[config.mk]
export PLATFORM = sky130hd
export DESIGN_NAME = seg_xlate_unit
export DESIGN_NICKNAME = d
export VERILOG_FILES = /design/src/rtl/seg_xlate_pkg.sv /design/src/rtl/seg_table.sv /design/src/rtl/seg_check.sv /design/src/rtl/seg_xlate_unit.sv
export SDC_FILE = /design/constraint.sdc
export NUM_CORES = 1
export LEC_CHECK = 0
export ABC_AREA = 0
export BUFFER_PORTS_ARGS = -buffer_cell sky130_fd_sc_hd__buf_4
export CAP_MARGIN = 30
export CORE_UTILIZATION = 40
export CTS_CLUSTER_SIZE = 30
export DETAILED_ROUTE_END_ITERATION = 10
export PLACE_DENSITY_LB_ADDON = 0.3
export SLEW_MARGIN = 20
export SYNTH_ARGS = -nofsm -noshare
export SYNTH_HDL_FRONTEND = slang
export SYNTH_HIERARCHICAL = 1
export SYNTH_SLANG_ARGS = --single-unit
[constraint.sdc]
create_clock -name clk_i -period 7.8 [get_ports clk_i]
set_input_delay 0 -clock clk_i [delete_from_list [all_inputs] [get_ports clk_i]]
set_output_delay 0 -clock clk_i [all_outputs]
set_load 0.005 [all_outputs]
[src/rtl/seg_xlate_pkg.sv]
package seg_xlate_pkg;
  typedef enum logic [1:0] {
    ACC_READ  = 2'd0,
    ACC_WRITE = 2'd1,
    ACC_EXEC  = 2'd2,
    ACC_RSVD  = 2'd3
  } acc_e;

  typedef enum logic [2:0] {
    FLT_NONE    = 3'd0,
    FLT_RANGE   = 3'd1,
    FLT_INVALID = 3'd2,
    FLT_LIMIT   = 3'd3,
    FLT_PERM    = 3'd4
  } flt_e;

  localparam int unsigned PERM_R = 0;
  localparam int unsigned PERM_W = 1;
  localparam int unsigned PERM_X = 2;
endpackage

[src/rtl/seg_table.sv]
module seg_table #(
  parameter int unsigned NUM_SEG = 8,
  parameter int unsigned IDX_W   = 3,
  parameter int unsigned PA_W    = 16,
  parameter int unsigned LIM_W   = 13
) (
  input  logic             clk_i,
  input  logic             rst_ni,
  input  logic             we_i,
  input  logic [IDX_W-1:0] widx_i,
  input  logic [PA_W-1:0]  wbase_i,
  input  logic [LIM_W-1:0] wlimit_i,
  input  logic             wvalid_i,
  input  logic [2:0]       wperm_i,
  input  logic [IDX_W-1:0] ridx_i,
  output logic [PA_W-1:0]  rbase_o,
  output logic [LIM_W-1:0] rlimit_o,
  output logic             rvalid_o,
  output logic [2:0]       rperm_o
);
  logic [PA_W-1:0]  base_q  [NUM_SEG];
  logic [LIM_W-1:0] limit_q [NUM_SEG];
  logic             vld_q   [NUM_SEG];
  logic [2:0]       perm_q  [NUM_SEG];

  for (genvar g = 0; g < NUM_SEG; g++) begin : g_ent
    logic hit;
    assign hit = we_i && (widx_i == IDX_W'(g));
    always_ff @(posedge clk_i or negedge rst_ni) begin
      if (!rst_ni) begin
        base_q[g]  <= '0;
        limit_q[g] <= '0;
        vld_q[g]   <= 1'b0;
        perm_q[g]  <= '0;
      end else if (hit) begin
        base_q[g]  <= wbase_i;
        limit_q[g] <= wlimit_i;
        vld_q[g]   <= wvalid_i;
        perm_q[g]  <= wperm_i;
      end
    end
  end

  // indices at or above NUM_SEG read as an empty entry
  always_comb begin
    rbase_o  = '0;
    rlimit_o = '0;
    rvalid_o = 1'b0;
    rperm_o  = '0;
    for (int i = 0; i < NUM_SEG; i++) begin
      if (ridx_i == IDX_W'(i)) begin
        rbase_o  = base_q[i];
        rlimit_o = limit_q[i];
        rvalid_o = vld_q[i];
        rperm_o  = perm_q[i];
      end
    end
  end
endmodule

[src/rtl/seg_check.sv]
module seg_check
  import seg_xlate_pkg::*;
#(
  parameter int unsigned SNUM_W = 4,
  parameter int unsigned LEN_W  = 4,
  parameter int unsigned OFF_W  = 12,
  parameter int unsigned PA_W   = 16
) (
  input  logic [SNUM_W-1:0] seg_i,
  input  logic [LEN_W-1:0]  len_i,
  input  logic [OFF_W-1:0]  off_i,
  input  logic [1:0]        acc_i,
  input  logic [PA_W-1:0]   base_i,
  input  logic [OFF_W:0]    limit_i,
  input  logic              valid_i,
  input  logic [2:0]        perm_i,
  output flt_e              flt_o,
  output logic [PA_W-1:0]   pa_o
);
  localparam int unsigned CMP_W = (SNUM_W > LEN_W) ? SNUM_W : LEN_W;

  logic [CMP_W-1:0] seg_x, len_x;
  logic             out_rng, over_lim, allowed;

  assign seg_x    = CMP_W'(seg_i);
  assign len_x    = CMP_W'(len_i);
  assign out_rng  = seg_x >= len_x;
  assign over_lim = {1'b0, off_i} >= limit_i;

  always_comb begin
    case (acc_i)
      ACC_READ:  allowed = perm_i[PERM_R];
      ACC_WRITE: allowed = perm_i[PERM_W];
      ACC_EXEC:  allowed = perm_i[PERM_X];
      default:   allowed = 1'b0;
    endcase
  end

  always_comb begin
    if (out_rng)       flt_o = FLT_RANGE;
    else if (!valid_i) flt_o = FLT_INVALID;
    else if (over_lim) flt_o = FLT_LIMIT;
    else if (!allowed) flt_o = FLT_PERM;
    else               flt_o = FLT_NONE;
  end

  assign pa_o = base_i + PA_W'(off_i);
endmodule

[src/rtl/seg_xlate_unit.sv]
module seg_xlate_unit
  import seg_xlate_pkg::*;
#(
  parameter int unsigned NUM_SEG = 8,
  parameter int unsigned OFF_W   = 12,
  parameter int unsigned PA_W    = 16,
  localparam int unsigned IDX_W  = (NUM_SEG > 1) ? $clog2(NUM_SEG) : 1,
  localparam int unsigned SNUM_W = IDX_W + 1,
  localparam int unsigned LEN_W  = $clog2(NUM_SEG + 1),
  localparam int unsigned LIM_W  = OFF_W + 1
) (
  input  logic              clk_i,
  input  logic              rst_ni,
  input  logic              req_valid_i,
  input  logic [SNUM_W-1:0] seg_i,
  input  logic [OFF_W-1:0]  off_i,
  input  logic [1:0]        acc_i,
  input  logic              tbl_we_i,
  input  logic [IDX_W-1:0]  tbl_idx_i,
  input  logic [PA_W-1:0]   tbl_base_i,
  input  logic [LIM_W-1:0]  tbl_limit_i,
  input  logic              tbl_valid_i,
  input  logic [2:0]        tbl_perm_i,
  input  logic              len_we_i,
  input  logic [LEN_W-1:0]  len_i,
  output logic              rsp_valid_o,
  output logic [PA_W-1:0]   pa_o,
  output logic [2:0]        fault_o,
  output logic              fault_strobe_o
);
  logic [LEN_W-1:0] len_q;
  logic [PA_W-1:0]  ent_base;
  logic [LIM_W-1:0] ent_limit;
  logic             ent_valid;
  logic [2:0]       ent_perm;
  flt_e             flt_c;
  logic [PA_W-1:0]  pa_c;

  always_ff @(posedge clk_i or negedge rst_ni) begin
    if (!rst_ni) len_q <= '0;
    else if (len_we_i) len_q <= (len_i > LEN_W'(NUM_SEG)) ? LEN_W'(NUM_SEG) : len_i;
  end

  seg_table #(
    .NUM_SEG(NUM_SEG), .IDX_W(IDX_W), .PA_W(PA_W), .LIM_W(LIM_W)
  ) u_table (
    .clk_i    (clk_i),
    .rst_ni   (rst_ni),
    .we_i     (tbl_we_i),
    .widx_i   (tbl_idx_i),
    .wbase_i  (tbl_base_i),
    .wlimit_i (tbl_limit_i),
    .wvalid_i (tbl_valid_i),
    .wperm_i  (tbl_perm_i),
    .ridx_i   (seg_i[IDX_W-1:0]),
    .rbase_o  (ent_base),
    .rlimit_o (ent_limit),
    .rvalid_o (ent_valid),
    .rperm_o  (ent_perm)
  );

  seg_check #(
    .SNUM_W(SNUM_W), .LEN_W(LEN_W), .OFF_W(OFF_W), .PA_W(PA_W)
  ) u_check (
    .seg_i   (seg_i),
    .len_i   (len_q),
    .off_i   (off_i),
    .acc_i   (acc_i),
    .base_i  (ent_base),
    .limit_i (ent_limit),
    .valid_i (ent_valid),
    .perm_i  (ent_perm),
    .flt_o   (flt_c),
    .pa_o    (pa_c)
  );

  always_ff @(posedge clk_i or negedge rst_ni) begin
    if (!rst_ni) begin
      rsp_valid_o    <= 1'b0;
      pa_o           <= '0;
      fault_o        <= '0;
      fault_strobe_o <= 1'b0;
    end else if (req_valid_i) begin
      rsp_valid_o    <= 1'b1;
      fault_o        <= flt_c;
      fault_strobe_o <= (flt_c != FLT_NONE);
      pa_o           <= (flt_c == FLT_NONE) ? pa_c : '0;
    end else begin
      rsp_valid_o    <= 1'b0;
      pa_o           <= '0;
      fault_o        <= '0;
      fault_strobe_o <= 1'b0;
    end
  end
endmodule

* Word-level counts from Yosys, hierarchy flattened
Cells that the tools add are included.
Storage, ports and cells: word-level logic and storage cells 113, output and inout port bits 21, input port bits 63, bits in registers 289
Operators by class: magnitude comparators 3, equal/unequal tests 16, reduce and logical (&&, ||, !) cells 13, add/subtract/negate cells 1, mux-type cells 43
Operators with widths (number):
- two-way mux 16 bit | 10
- two-way mux 13 bit | 8
- two-way mux 3 bit | 13
- == test 3 bit, second input constant | 8
- adder 16 x 12 -> 16 bit | 1
- greater-or-equal comparator 12 x 13 -> 1 bit | 1
- == test 3 x 2 -> 1 bit, second input constant | 4
- two-way mux 1 bit | 10
- logical NOT 3 bit | 3
- logical AND 1 bit | 8
- == test 3 x 1 -> 1 bit, second input constant | 2
- greater-or-equal comparator 4 bit | 1
- > comparator 4 bit, second input constant | 1
- two-way mux 4 bit | 1
- case mux 1 bit (3 select lines) | 1
- nonzero test 3 bit | 1
- == test 2 x 1 -> 1 bit, second input constant | 1
- == test 2 bit, second input constant | 1
- logical NOT 2 bit | 1

* Longest topological paths before layout
Gate-level depths: netlist of run 1.
word-level depth 17, depth in mapped cells 17, gate-level depth less buffers 13

* Cells and area by module
Netlist of run 1, hierarchy kept.
Modules (own cells, without submodules):
- seg_table | seq. area each 6606.3 sq um, times used 1, area an instance 12389.4 sq um, cells each 952
- seg_check | seq. area each 0.0 sq um, times used 1, area an instance 1147.4 sq um, cells each 153
- seg_xlate_unit | seq. area each 625.6 sq um, times used 1, area an instance 865.8 sq um, cells each 57

* Worst setup path after synthesis of run 1
OpenSTA, ideal clock, no wires.
kind input to register, start point input port seg_i[2], end point register pa_o[10], data required time 7680 ps, stages on the path 16, path slack 4813 ps, data arrival time 2867 ps, setup time 120 ps, path buffers 3, cells stage by stage buf_2 nor2b_1 buf_2 a221oi_1 a21oi_1 o31a_1 inv_1 ha_1 or2_2 o311ai_0 o211ai_1 o2bb2ai_1 nor4_1 nor4b_4 buf_6 and2_2
Between the ends: elaborated cells between the ends (all ways) 51, those cells by class 1 x add/sub; 2 x order compare; 7 x eq/ne; 39 x mux; 2 x reduce/logical
RTL lines:
- start, declared | line seg_xlate_unit.sv:15 | input logic [SNUM_W-1:0] seg_i,
- logical NOT 3 bit | line seg_table.sv:51 | if (ridx_i == IDX_W'(i)) begin
- two-way mux 13 bit (7 in series) | line seg_table.sv:51
- two-way mux 13 bit * | line seg_table.sv:51
- via ent_limit[3] | line seg_xlate_unit.sv:33 | logic [LIM_W-1:0] ent_limit;
- greater-or-equal comparator 12 x 13 -> 1 bit * | line seg_check.sv:28 | assign over_lim = {1'b0, off_i} >= limit_i;
- two-way mux 3 bit * | line seg_check.sv:42 | else if (over_lim) flt_o = FLT_LIMIT;
- two-way mux 3 bit * | line seg_check.sv:41 | else if (!valid_i) flt_o = FLT_INVALID;
- two-way mux 3 bit * | line seg_check.sv:40 | if (out_rng) flt_o = FLT_RANGE;
- via flt_c[2] | line seg_xlate_unit.sv:36 | flt_e flt_c;
- logical NOT 3 bit * | line seg_xlate_unit.sv:87 | pa_o <= (flt_c == FLT_NONE) ? pa_c : '0;
- two-way mux 16 bit * | line seg_xlate_unit.sv:87
- two-way mux 16 bit * | line seg_xlate_unit.sv:83 | end else if (req_valid_i) begin
- end signal, assigned | line seg_xlate_unit.sv:87
- end, declared | line seg_xlate_unit.sv:27 | output logic [PA_W-1:0] pa_o,
Mark *: on every way through the listed nets, which the timed path passes. The rest lies on a longest branch. A chain may end at the register's enable or synchronous reset.

* Worst setup path after layout of run 1
start point input port seg_i[1], end point register pa_o[6]
The elaborated chain is that of the path after synthesis.

==> metrics.csv, run 1 <==
stage;metric;value;unit
routing;num_vias;9721;
worst_setup_path;critical_path_class;input port to flip-flop;
logic_synthesis;yosys.area_share.xor_xnor;0.608;%
placed_design;gp_congestion;0.774;
clock_network;clockRootBuffer;clkbuf_16;
routing;antenna_left;0;
placed_design;dpl.cell_count;1646;
routing;wl_per_cell;20.0;µm
layout;final_common_cell;dfrtp_1;
worst_setup_path;crit_fanout;53;
routing;drtIter0Drc;557;
power_and_ir_drop;power_frac_comb;19.8;%
routing;drc;0;
worst_setup_path;worstSetupEndpointType;flip-flop;
power_and_ir_drop;switchingPower;0.00117;W
grt;overflow;0;
die;ios;84;
layout;diodes;0;
clock_network;cts.sinks;289;
grt;grt_usage;19.7;%
die;start_util;40.6;%
logic_synthesis;synth_edf_count;0;
sta;fin_crit_sh;47.2;%
layout;instances_no_fill;1751;
job;drv_cap;0;
layout;fin_nets;1356;
placed_design;dp_slack;3.57;ns
placed_design;hpwl;21500;µm
routing;totalWireLength;35100;µm
grt;first_global_vias;10000;
logic_synthesis;synth-async-reset-ratio;100;%
sta;holdWs;0.103;ns
clock_network;cts_made_buffers;34;
worst_setup_path;required;8.24;ns
logic_synthesis;ys_warn_count;6;
grt;grt_pass1_wl;56500;µm
logic_synthesis;synth_fa_ha_area_share;2.57;%
die;die_height;192;µm
clock_network;cts_buffer_depth;3;
power_and_ir_drop;p_sw_share;25.9;%
sta;drv_slew;0;
worst_hold_path;holdCritPathClass;input port to async pin;
logic_synthesis;synth-compound-area-share;10.7;%
logic_synthesis;synth_ff_type;dfrtp_1;
logic_synthesis;synthSimpleGateAreaFrac;6.81;%
die;die_w;192;µm
logic_synthesis;avgSynthCellArea;12.4;µm²
sta;period_minus_slack;3.68;ns
power_and_ir_drop;p_int;0.00335;W
run_status;status;complete, no violations;
logic_synthesis;ys_types;63;
clock_network;cts_tree;built;
grt;grt_max_degree;96;
sta;worstMarginPinSlew;0.941;ns
layout;drive_gt1_share;37.2;%
logic_synthesis;synth_top_family_by_area;multiplexers;
grt;antenna_found_initial;1;
sta;rsz0062_at_grt;false;
clock_network;clock_latency;0.51;ns
sta;fin_skew;0.0113;ns
power_and_ir_drop;peakVddDrop;0.143;mV
routing;via_per_inst;5.55;
logic_synthesis;ys_ff_latch;289;
die;core_area;35500;µm²
sta;finalHoldViolCount;0;
placed_design;io_buffers;83;
layout;area_delta_synth_final;17.9;%
logic_synthesis;synth_nets;1254;
clock_network;cts-htree-levels;2;
layout;layout_common_cells;289 x dfrtp_1, 255 x mux2_2, 101 x buf_4, 77 x nand2_1, 75 x a21oi_1;
worst_setup_path;r2r_setup_slack;4.48;ns
worst_setup_path;worstPathArrival;4.12;ns
sta;setup_tns;0;ns
die;die_area;36800;µm²
clock_network;cts_resized;0;
die;num_rows;69;
sta;setup_violations;0;
power_and_ir_drop;pwr_density_cell;266;nW/µm²
worst_setup_path;crit_path_start_kind;input port;
sta;layout_setup_ws;4.12;ns
clock_network;clkTransAtPathRegs;0.06;ns
power_and_ir_drop;pwr-share-clk;36.4;%
sta;relSlewSlack;37.0;%
power_and_ir_drop;seqPwrFrac;43.8;%
sta;fmax;0.272;GHz
logic_synthesis;postSynthCellCount;1162;
logic_synthesis;mappedNetlistArea;14400;µm²
logic_synthesis;synthMuxAreaShare;25.4;%
power_and_ir_drop;leakagePower;7.48;nW
routing;dr.pass1.iters;5;
logic_synthesis;synth_seq_area_share;50.2;%
## routing by layer
| metal | part of all wire [%] | GRT usage [%] | wire length, µm |
|---|---|---|---|
| met1 | 48 | 28.1 | 16700 |
| met2 | 46 | 31.3 | 16300 |
| met3 | 4.2 | 3.07 | 1480 |
| met4 | 1.7 | 4.55 | 586 |
| met5 | 0.023 | 0 | 8 |
## registers in the layout, indices dropped and copies added, names as in the netlist
register and flops:
u_table/base_q 128, u_table/limit_q 104, u_table/perm_q 24, pa_o 16, u_table/vld_q 8, len_q 4, fault_o 3, fault_strobe_o 1
rsp_valid_o 1
## timing repair
| action | 4_1_cts | 5_1_grt |
|---|---|---|
| hold buffers | 43 | 0 |
| endpoints found under the hold margin | 367 | 0 |
| setup buffers | 0 | 0 |
## synthesized netlist by cell type, drive strengths merged (2+ instances only)
| cell type | n | area, µm² |
|---|---|---|
| a211o | 2 | 17.5 |
| a211oi | 2 | 15.0 |
| a21o | 7 | 53.8 |
| a21oi | 75 | 375 |
| a221oi | 30 | 263 |
| a22oi | 30 | 225 |
| a31oi | 2 | 12.5 |
| and2 | 20 | 141 |
| and4 | 2 | 18.8 |
| buf | 58 | 357 |
| clkbuf | 22 | 83.8 |
| dfrtp | 289 | 7230 |
| ha | 28 | 350 |
| inv | 24 | 90.1 |
| mux2 | 265 | 2980 |
| mux2i | 68 | 681 |
| nand2 | 77 | 289 |
| nand2b | 3 | 26.3 |
| nand3 | 6 | 30.0 |
| nand3b | 5 | 37.5 |
| nand4 | 2 | 12.5 |
| nand4b | 3 | 26.3 |
| nor2 | 13 | 48.8 |
| nor2b | 3 | 18.8 |
| nor3 | 2 | 26.3 |
| nor3b | 2 | 37.5 |
| o2111ai | 2 | 17.5 |
| o211a | 2 | 20.0 |
| o211ai | 10 | 75.1 |
| o21ai | 16 | 80.1 |
| o31a | 31 | 273 |
| o31ai | 2 | 20.0 |
| or2 | 33 | 206 |
| xnor2 | 7 | 61.3 |
| xor2 | 3 | 26.3 |
## critical path, stage by stage
cell	delay, ns
buf_4	0.35
nor2b_2	0.84
buf_4	0.38
nand2_1	0.08
a21oi_1	0.15
o31a_1	0.14
inv_1	0.04
ha_1	0.28
a21o_1	0.18
a21o_1	0.17
a21oi_1	0.15
o2bb2ai_1	0.16
o21ba_2	0.26
nor4b_4	0.66
and2_2	0.25
## metrics by stage
step | total power, W | util [%] | cell area (µm²)
6_report | 0.00452 | 47.9 | 17000
5_1_grt | 0.00477 | 47.9 | 17000
4_1_cts | 0.00457 | 47.9 | 17000
3_5_place_dp | 0.00289 | 43.3 | 15400
3_3_place_gp | 0.00285 | 43.2 | 15300
2_1_floorplan | 0.00261 | - | 14400
## cells by family after synthesis
family                     count (synthesis)
xor gates and xnor gates                  10
adders and majority gates                 29
buffers and inverters                    104
AOI/OAI and AO/OA                        220
DFF                                      289
and+or+nand+nor                          177
muxes                                    333
## power groups by stage
stage	Combinational, W	Clock [W]	Sequential, W
floorplan	0.000652	0	0.00196
global placement	0.000857	0	0.00200
detailed placement	0.000878	0	0.00201
CTS	0.000900	0.00169	0.00198
global route	0.000989	0.00175	0.00202
finish	0.000894	0.00165	0.00198
## path summary, 6_finish.rpt
kind / from / to / cells past startpoint
min reg2reg: u_table/base_q[105] / u_table/base_q[105] / 1
max: seg_i[1] / pa_o[6] / 15
max in group asynchronous: rst_ni / u_table/limit_q[17] / 3
min: rst_ni / u_table/base_q[42] / 2
min in group clk_i: off_i[2] / pa_o[2] / 4
max reg2reg: u_table/limit_q[69] / pa_o[6] / 13
## cell type report
cell class | instances | area, µm²
fill | 3156 | 18500
sequential | 289 | 7230
multi-input combinational | 769 | 6660
timing repair buffer | 146 | 1230
clock buffer | 56 | 1120
tap | 461 | 577
inverter | 24 | 90.1
clock inverter | 6 | 80.1
(Power assumes the default switching activity.)
==> inputs of run 2 (changes only) <==
==> constraint.sdc (replaced) <==
create_clock -name clk_i -period 3.6 [get_ports clk_i]
set_input_delay 0 -clock clk_i [delete_from_list [all_inputs] [get_ports clk_i]]
set_output_delay 0 -clock clk_i [all_outputs]
set_load 0.005 [all_outputs]
==> run 2 against run 1 <==
Compared with the run above: worst hold slack got worse by 0.039 ns; global-route usage decreased by 0.087 points; non-clock buffer count increased by 17; cell area increased by 0.82%; sequential power increased by 120%; total power increased by 120%; clock skew decreased by 0.0029 ns; setup slack got worse by 3.6 ns; count of clock-buffer cells in the layout decreased by 6; utilization increased by 0.39 points; clock power increased by 120%; critical path depth decreased by 1; critical endpoint is now pa_o[1].
==> metrics.csv, run 2 (synthesized netlist as in run 1, its figures left out) <==
stage;metric;value;unit;change
die;die_height;192;µm;unchanged
job;drv_cap;0;;unchanged
clock_network;cts_setup_buffers;0;;unchanged
run_status;status;complete, no violations;;
clock_network;cts-htree-levels;2;;unchanged
sta;setup_violations;0;;unchanged
sta;holdWs;0.0634;ns;-0.0392 ns
sta;worstMarginPinSlew;0.687;ns;-0.253 ns
layout;area_delta_synth_final;18.9;%;
sta;relSlewSlack;54.2;%;+17 points
routing;num_vias;9742;;+0.22%
worst_setup_path;slowest_stage;dfrtp_1;;
layout;drive_gt1_share;37.7;%;+0.52 points
grt;grt_pass1_wl;55700;µm;-1.3%
grt;grt_max_degree;105;;+9.4%
sta;setup_tns;0;ns;unchanged
grt;grt_usage;19.6;%;-0.087 points
sta;drv_slew;0;;unchanged
placed_design;gp_congestion;0.819;;+5.8%
routing;via_per_inst;5.52;;-0.58%
routing;totalWireLength;35200;µm;+0.29%
layout;fin_nets;1373;;+1.3%
clock_network;clock_latency;0.50;ns;about the same
layout;top_regs;u_table/base_q: 128 flops, u_table/limit_q: 104 flops, u_table/perm_q: 24 flops;;
sta;finalHoldViolCount;0;;unchanged
clock_network;clockRootBuffer;clkbuf_16;;
grt;antenna_found_initial;1;;unchanged
worst_setup_path;reg2reg_from;u_table/limit_q[67];;
routing;wl_per_cell;19.9;µm;-0.50%
worst_setup_path;critical_path_class;flip-flop to flip-flop;;
grt;overflow;0;;unchanged
clock_network;cts_buffer_depth;3;;unchanged
power_and_ir_drop;pwr_density_cell;575;nW/µm²;+120%
worst_setup_path;crit_path_start_kind;flip-flop;;
worst_setup_path;cp.buffers_inverters;3;;unchanged
worst_setup_path;crit_fanout;16;;-70%
layout;diodes;0;;unchanged
layout;final_common_cell;dfrtp_1;;
power_and_ir_drop;peakVddDrop;0.321;mV;+120%
layout;layout_common_cells;289 x dfrtp_1, 255 x mux2_2, 114 x buf_4, 77 x nand2_1, 75 x a21oi_1;;
worst_hold_path;holdCritPathClass;input port to async pin;;
placed_design;dp_slack;0.267;ns;-3.30 ns
clock_network;cts_tree;built;;
layout;largest_reg_flops;128;;unchanged
worst_setup_path;required;3.99;ns;-4.25 ns
sta;period_minus_slack;3.08;ns;
worst_setup_path;crit_family;compound AO/OA/AOI/OAI gates;;
routing;drc;0;;unchanged
sta;layout_setup_ws;0.521;ns;-3.60 ns
routing;drtIter0Drc;489;;-12%
clock_network;cts_made_buffers;34;;unchanged
worst_setup_path;ff2ff_path_depth;14;;+1
layout;instances_no_fill;1765;;+0.80%
die;die_area;36800;µm²;unchanged
layout;multi_input_area;6660;µm²;unchanged
worst_setup_path;worstSetupEndpointType;flip-flop;;
grt;first_global_vias;9795;;-2.2%
placed_design;dpl.cell_count;1662;;+0.97%
worst_setup_path;path_cells;mux2i_1 > or2_2 > a21oi_1 > o31a_1 > inv_1 > ha_1 > o311ai_0 > o211ai_1 > o2bb2ai_1 > nor4_1 > buf_4 > nor4b_4 > buf_4 > and2_2;;
clock_network;cts_resized;0;;unchanged
worst_setup_path;slowest_delay;0.39;ns;-0.45 ns
power_and_ir_drop;leakagePower;7.56;nW;+1.0%
worst_setup_path;rr_endpoint;pa_o[1];;
die;die_w;192;µm;unchanged
worst_setup_path;cp_common_cell;buf_4;;
routing;dr.pass1.iters;4;;-1
sta;fin_crit_sh;85.5;%;
sta;fin_skew;0.00843;ns;-0.00291 ns
routing;antenna_left;0;;unchanged
die;ios;84;;unchanged
die;num_rows;69;;unchanged
sta;fmax;0.325;GHz;
clock_network;clkTransAtPathRegs;0.06;ns;about the same
layout;top_register;u_table/base_q;;
layout;num-fill-cells;3174;;+0.57%
worst_setup_path;worstPathArrival;3.47;ns;-0.65 ns
sta;rsz0062_at_grt;false;;
layout;seq_area;7230;µm²;unchanged
die;start_util;40.6;%;unchanged
placed_design;io_buffers;83;;unchanged
worst_setup_path;r2r_setup_slack;0.52;ns;-3.96 ns
die;core_area;35500;µm²;unchanged
clock_network;cts.sinks;289;;unchanged
placed_design;hpwl;21500;µm;+0.38%
[run 2: cell count changes in the layout (fill, tap and decap cells not counted)]
cell,change
bufinv_16,+3
buf_16,-1
buf_12,+4
clkbuf_1,+1
dlygate4sd3_1,+1
clkbuf_16,-2
buf_4,+13
clkinv_2,-1
inv_6,+1
clkbuf_8,-5
[run 2: timing repair]
| item | in CTS | in global routing |
|---|---|---|
| hold endpoints to repair | 346 | 0 |
| hold buffers | 44 | 0 |
| setup endpoints to repair | 0 | 0 |
[run 2: stage by stage]
| stage | power (W) | util, % | instance area [µm²] |
|---|---|---|---|
| 6_report | 0.00984 | 48.3 | 17100 |
| 5_1_grt | 0.0104 | 48.3 | 17100 |
| 4_1_cts | 0.00994 | 48.3 | 17100 |
| 3_5_place_dp | 0.00627 | 43.7 | 15500 |
| 3_3_place_gp | 0.00620 | 43.7 | 15500 |
| 2_1_floorplan | 0.00565 | - | 14400 |
[run 2: cell type report]
cell class / instances / area share [%]
Timing Repair Buffer: 163 / 8.13
Tap cell: 461 / 3.37
Sequential cell: 289 / 42.2
Clock buffer: 50 / 5.85
Clock inverter: 9 / 1.02
Inverter: 24 / 0.526
Multi-Input combinational cell: 769 / 38.9
[run 2: worst max-delay path by stage]
| stage | startpoint | end | slack (ns) | depth (start not counted) |
|---|---|---|---|---|
| 6_report | u_table/limit_q[67] | pa_o[1] | 0.52 | 14 |
| 3_3_place_gp | seg_i[2] | pa_o[12] | 0.39 | 14 |
| 3_5_place_dp | seg_i[1] | pa_o[3] | 0.27 | 17 |
| 5_1_grt | u_table/limit_q[76] | pa_o[4] | 0.28 | 15 |
| 2_1_floorplan | seg_i[2] | pa_o[10] | 0.61 | 16 |
| 4_1_cts | u_table/limit_q[67] | pa_o[3] | 0.51 | 14 |
[run 2: per-layer routing]
layer | global-route usage, % | vias to the layer above | wire length [µm]
met5 | 0 | - | 9
met4 | 4.33 | 2 | 595
met3 | 3.29 | 45 | 1640
met2 | 31.0 | 216 | 16300
met1 | 28.0 | 4980 | 16600
li1 | - | 4499 | -
[run 2: power breakdown]
group	total, W	switching (W)	internal (W)
combinational	0.00196	0.000875	0.00108
sequential	0.00429	0.000347	0.00394
clock	0.00360	0.00132	0.00228
total	0.00984	0.00254	0.00730
==> inputs of run 3 (changes only) <==
--- a/config.mk
+++ b/config.mk
@@ -11,6 +11,7 @@
 export CORE_UTILIZATION = 40
 export CTS_CLUSTER_SIZE = 30
 export DETAILED_ROUTE_END_ITERATION = 10
+export MAX_ROUTING_LAYER = met4
 export PLACE_DENSITY_LB_ADDON = 0.3
 export SLEW_MARGIN = 20
 export SYNTH_ARGS = -nofsm -noshare
==> run 3 against run 2 <==
Compared with the run above: setup slack lost 0.0014 ns; die area is the same; utilization is essentially flat; flip-flop and latch count is the same; combinational power is essentially flat; final cell count is essentially flat; global-route usage grew 0.60 points; highest routed layer is now met4; critical path depth grew 1; cell area is essentially flat; non-clock buffer count is the same; first-iteration DRC count shrank 3.5%; maximum frequency is essentially flat.
==> metrics.csv, run 3 (synthesized netlist as in run 1, its figures left out) <==
stage;metric;value;unit;change
worst_setup_path;reg2reg_from;u_table/limit_q[69];;
worst_setup_path;worstPathArrival;3.47;ns;about the same
clock_network;clockRootBuffer;clkbuf_16;;
clock_network;cts_buffer_depth;3;;unchanged
grt;grt_max_degree;105;;unchanged
worst_setup_path;r2r_setup_slack;0.52;ns;about the same
sta;period_minus_slack;3.08;ns;+0.00143 ns
worst_setup_path;slowest_delay;0.37;ns;-0.02 ns
routing;via_per_inst;5.54;;+0.32%
placed_design;io_buffers;83;;unchanged
die;ios;84;;unchanged
worst_setup_path;required;3.98;ns;about the same
routing;antenna_left;0;;unchanged
grt;grt_pass1_wl;55700;µm;about the same
worst_setup_path;cp.buffers_inverters;3;;unchanged
sta;fin_skew;0.0106;ns;+0.00218 ns
clock_network;cts_made_buffers;34;;unchanged
job;drv_cap;0;;unchanged
sta;setup_violations;0;;unchanged
worst_setup_path;path_cells;mux2i_1 > or2_2 > a21oi_1 > o31a_1 > inv_1 > ha_1 > a211o_1 > a21oi_1 > o211ai_1 > o2bb2ai_1 > nor4_1 > buf_4 > nor4b_4 > buf_4 > and2_2;;
die;num_rows;69;;unchanged
die;die_height;192;µm;unchanged
sta;holdWs;0.0649;ns;+0.00153 ns
layout;top_register;u_table/base_q;;
grt;grt_usage;20.2;%;+0.60 points
power_and_ir_drop;pwr_density_cell;575;nW/µm²;about the same
grt;antenna_found_initial;1;;unchanged
layout;area_delta_synth_final;18.9;%;about the same
worst_setup_path;startpoint;u_table/limit_q[69];;
worst_setup_path;crit_path_start_kind;flip-flop;;
worst_setup_path;crit_family;compound AO/OA/AOI/OAI gates;;
sta;drv_slew;0;;unchanged
layout;top_regs;u_table/base_q: 128 flops, u_table/limit_q: 104 flops, u_table/perm_q: 24 flops;;
routing;dr.pass1.iters;5;;+1
worst_setup_path;critical_path_class;flip-flop to flip-flop;;
layout;layout_common_cells;289 x dfrtp_1, 255 x mux2_2, 114 x buf_4, 77 x nand2_1, 75 x a21oi_1;;
placed_design;gp_congestion;0.831;;+1.5%
sta;setup_tns;0;ns;unchanged
sta;worstMarginPinSlew;0.680;ns;-0.00688 ns
routing;totalWireLength;35200;µm;about the same
power_and_ir_drop;leakagePower;7.56;nW;about the same
routing;wl_per_cell;19.9;µm;about the same
routing;drc;0;;unchanged
power_and_ir_drop;peakVddDrop;0.321;mV;about the same
clock_network;clkTransAtPathRegs;0.06;ns;about the same
clock_network;cts-htree-levels;2;;unchanged
clock_network;clock_latency;0.50;ns;about the same
clock_network;cts_tree;built;;
worst_setup_path;endpoint;pa_o[1];;
layout;final_common_cell;dfrtp_1;;
worst_setup_path;slowest_stage;dfrtp_1;;
die;core_area;35500;µm²;unchanged
die;start_util;40.6;%;unchanged
worst_setup_path;cp.depth;15;;+1
layout;largest_reg_flops;128;;unchanged
clock_network;cts.sinks;289;;unchanged
layout;fin_nets;1373;;unchanged
sta;fin_crit_sh;85.6;%;about the same
run_status;status;complete, no violations;;
sta;fmax;0.325;GHz;about the same
sta;rsz0062_at_grt;false;;
die;die_area;36800;µm²;unchanged
worst_setup_path;crit_fanout;16;;unchanged
worst_setup_path;rr_endpoint;pa_o[1];;
placed_design;hpwl;21500;µm;unchanged
grt;overflow;0;;unchanged
die;die_w;192;µm;unchanged
routing;num_vias;9779;;+0.38%
clock_network;cts_resized;0;;unchanged
grt;first_global_vias;9796;;+0.010%
sta;finalHoldViolCount;0;;unchanged
worst_setup_path;worstSetupEndpointType;flip-flop;;
worst_hold_path;holdCritPathClass;input port to async pin;;
routing;drtIter0Drc;472;;-3.5%
layout;drive_gt1_share;37.7;%;unchanged
sta;relSlewSlack;54.6;%;+0.46 points
worst_setup_path;ff2ff_path_depth;15;;+1
[run 3: cell count changes in the layout (fill, tap and decap cells not counted)]
cell / previous run / this run
diode_2: 0 / 1
[run 3: worst reg2reg max path, stage by stage (launching register included)]
cell	delay, ns
dfrtp_1	0.37
mux2i_1	0.08
or2_2	0.27
a21oi_1	0.14
o31a_1	0.15
inv_1	0.05
ha_1	0.28
a211o_1	0.26
a21oi_1	0.14
o211ai_1	0.11
o2bb2ai_1	0.19
nor4_1	0.30
buf_4	0.18
nor4b_4	0.04
buf_4	0.19
and2_2	0.21
[run 3: power by group]
part           internal (W)  total (W)  switching (W)
logic               0.00108    0.00196       0.000875
clock network       0.00228    0.00359        0.00131
registers           0.00394    0.00429       0.000348
[run 3: repair_timing]
action                                 in CTS  in global routing
setup buffers                               0                  0
endpoints found under the hold margin     346                  0
hold buffers                               44                  0
[run 3: cell type report]
class / count / area [µm²]
fillers: 3173 / 18400
flip-flops and latches: 289 / 7230
multi-input cells: 769 / 6660
repair buffers: 163 / 1390
clock buffers: 50 / 1000
well taps: 461 / 577
clock inverters: 9 / 174
inverters: 24 / 90.1
diodes: 1 / 2.50
[run 3: metrics by stage]
step / utilization, % / std cells / worst slack [ns] / instance area (µm²) / power (W)
6_report: 48.3 / 1766 / 0.520 / 17100 / 0.00984
3_3_place_gp: 43.7 / 1662 / 0.395 / 15500 / 0.00620
4_1_cts: 48.3 / 1765 / 0.515 / 17100 / 0.00994
3_5_place_dp: 43.7 / 1662 / 0.267 / 15500 / 0.00627
2_1_floorplan: - / 1162 / 0.613 / 14400 / 0.00565
5_1_grt: 48.3 / 1766 / 0.285 / 17100 / 0.0104
[run 3: worst min-delay path by stage]
stage / to / slack [ns]
after floorplan: fault_o[0] / -0.30
after global placement: u_table/base_q[42] / 0.03
after detailed placement: u_table/base_q[78] / 0.03
after CTS: u_table/base_q[46] / 0.09
after global routing: pa_o[7] / 0.11
final: u_table/base_q[42] / 0.06
[run 3: metal layers]
| metal | track usage (%) | part of all wire [%] | up-vias |
|---|---|---|---|
| li1 | - | - | 4512 |
| met3 | 3.25 | 4.5 | 43 |
| met1 | 28.0 | 47 | 5013 |
| met4 | 4.33 | 1.7 | 0 |
| met5 | - | 0 | - |
| met2 | 31.1 | 46 | 211 |
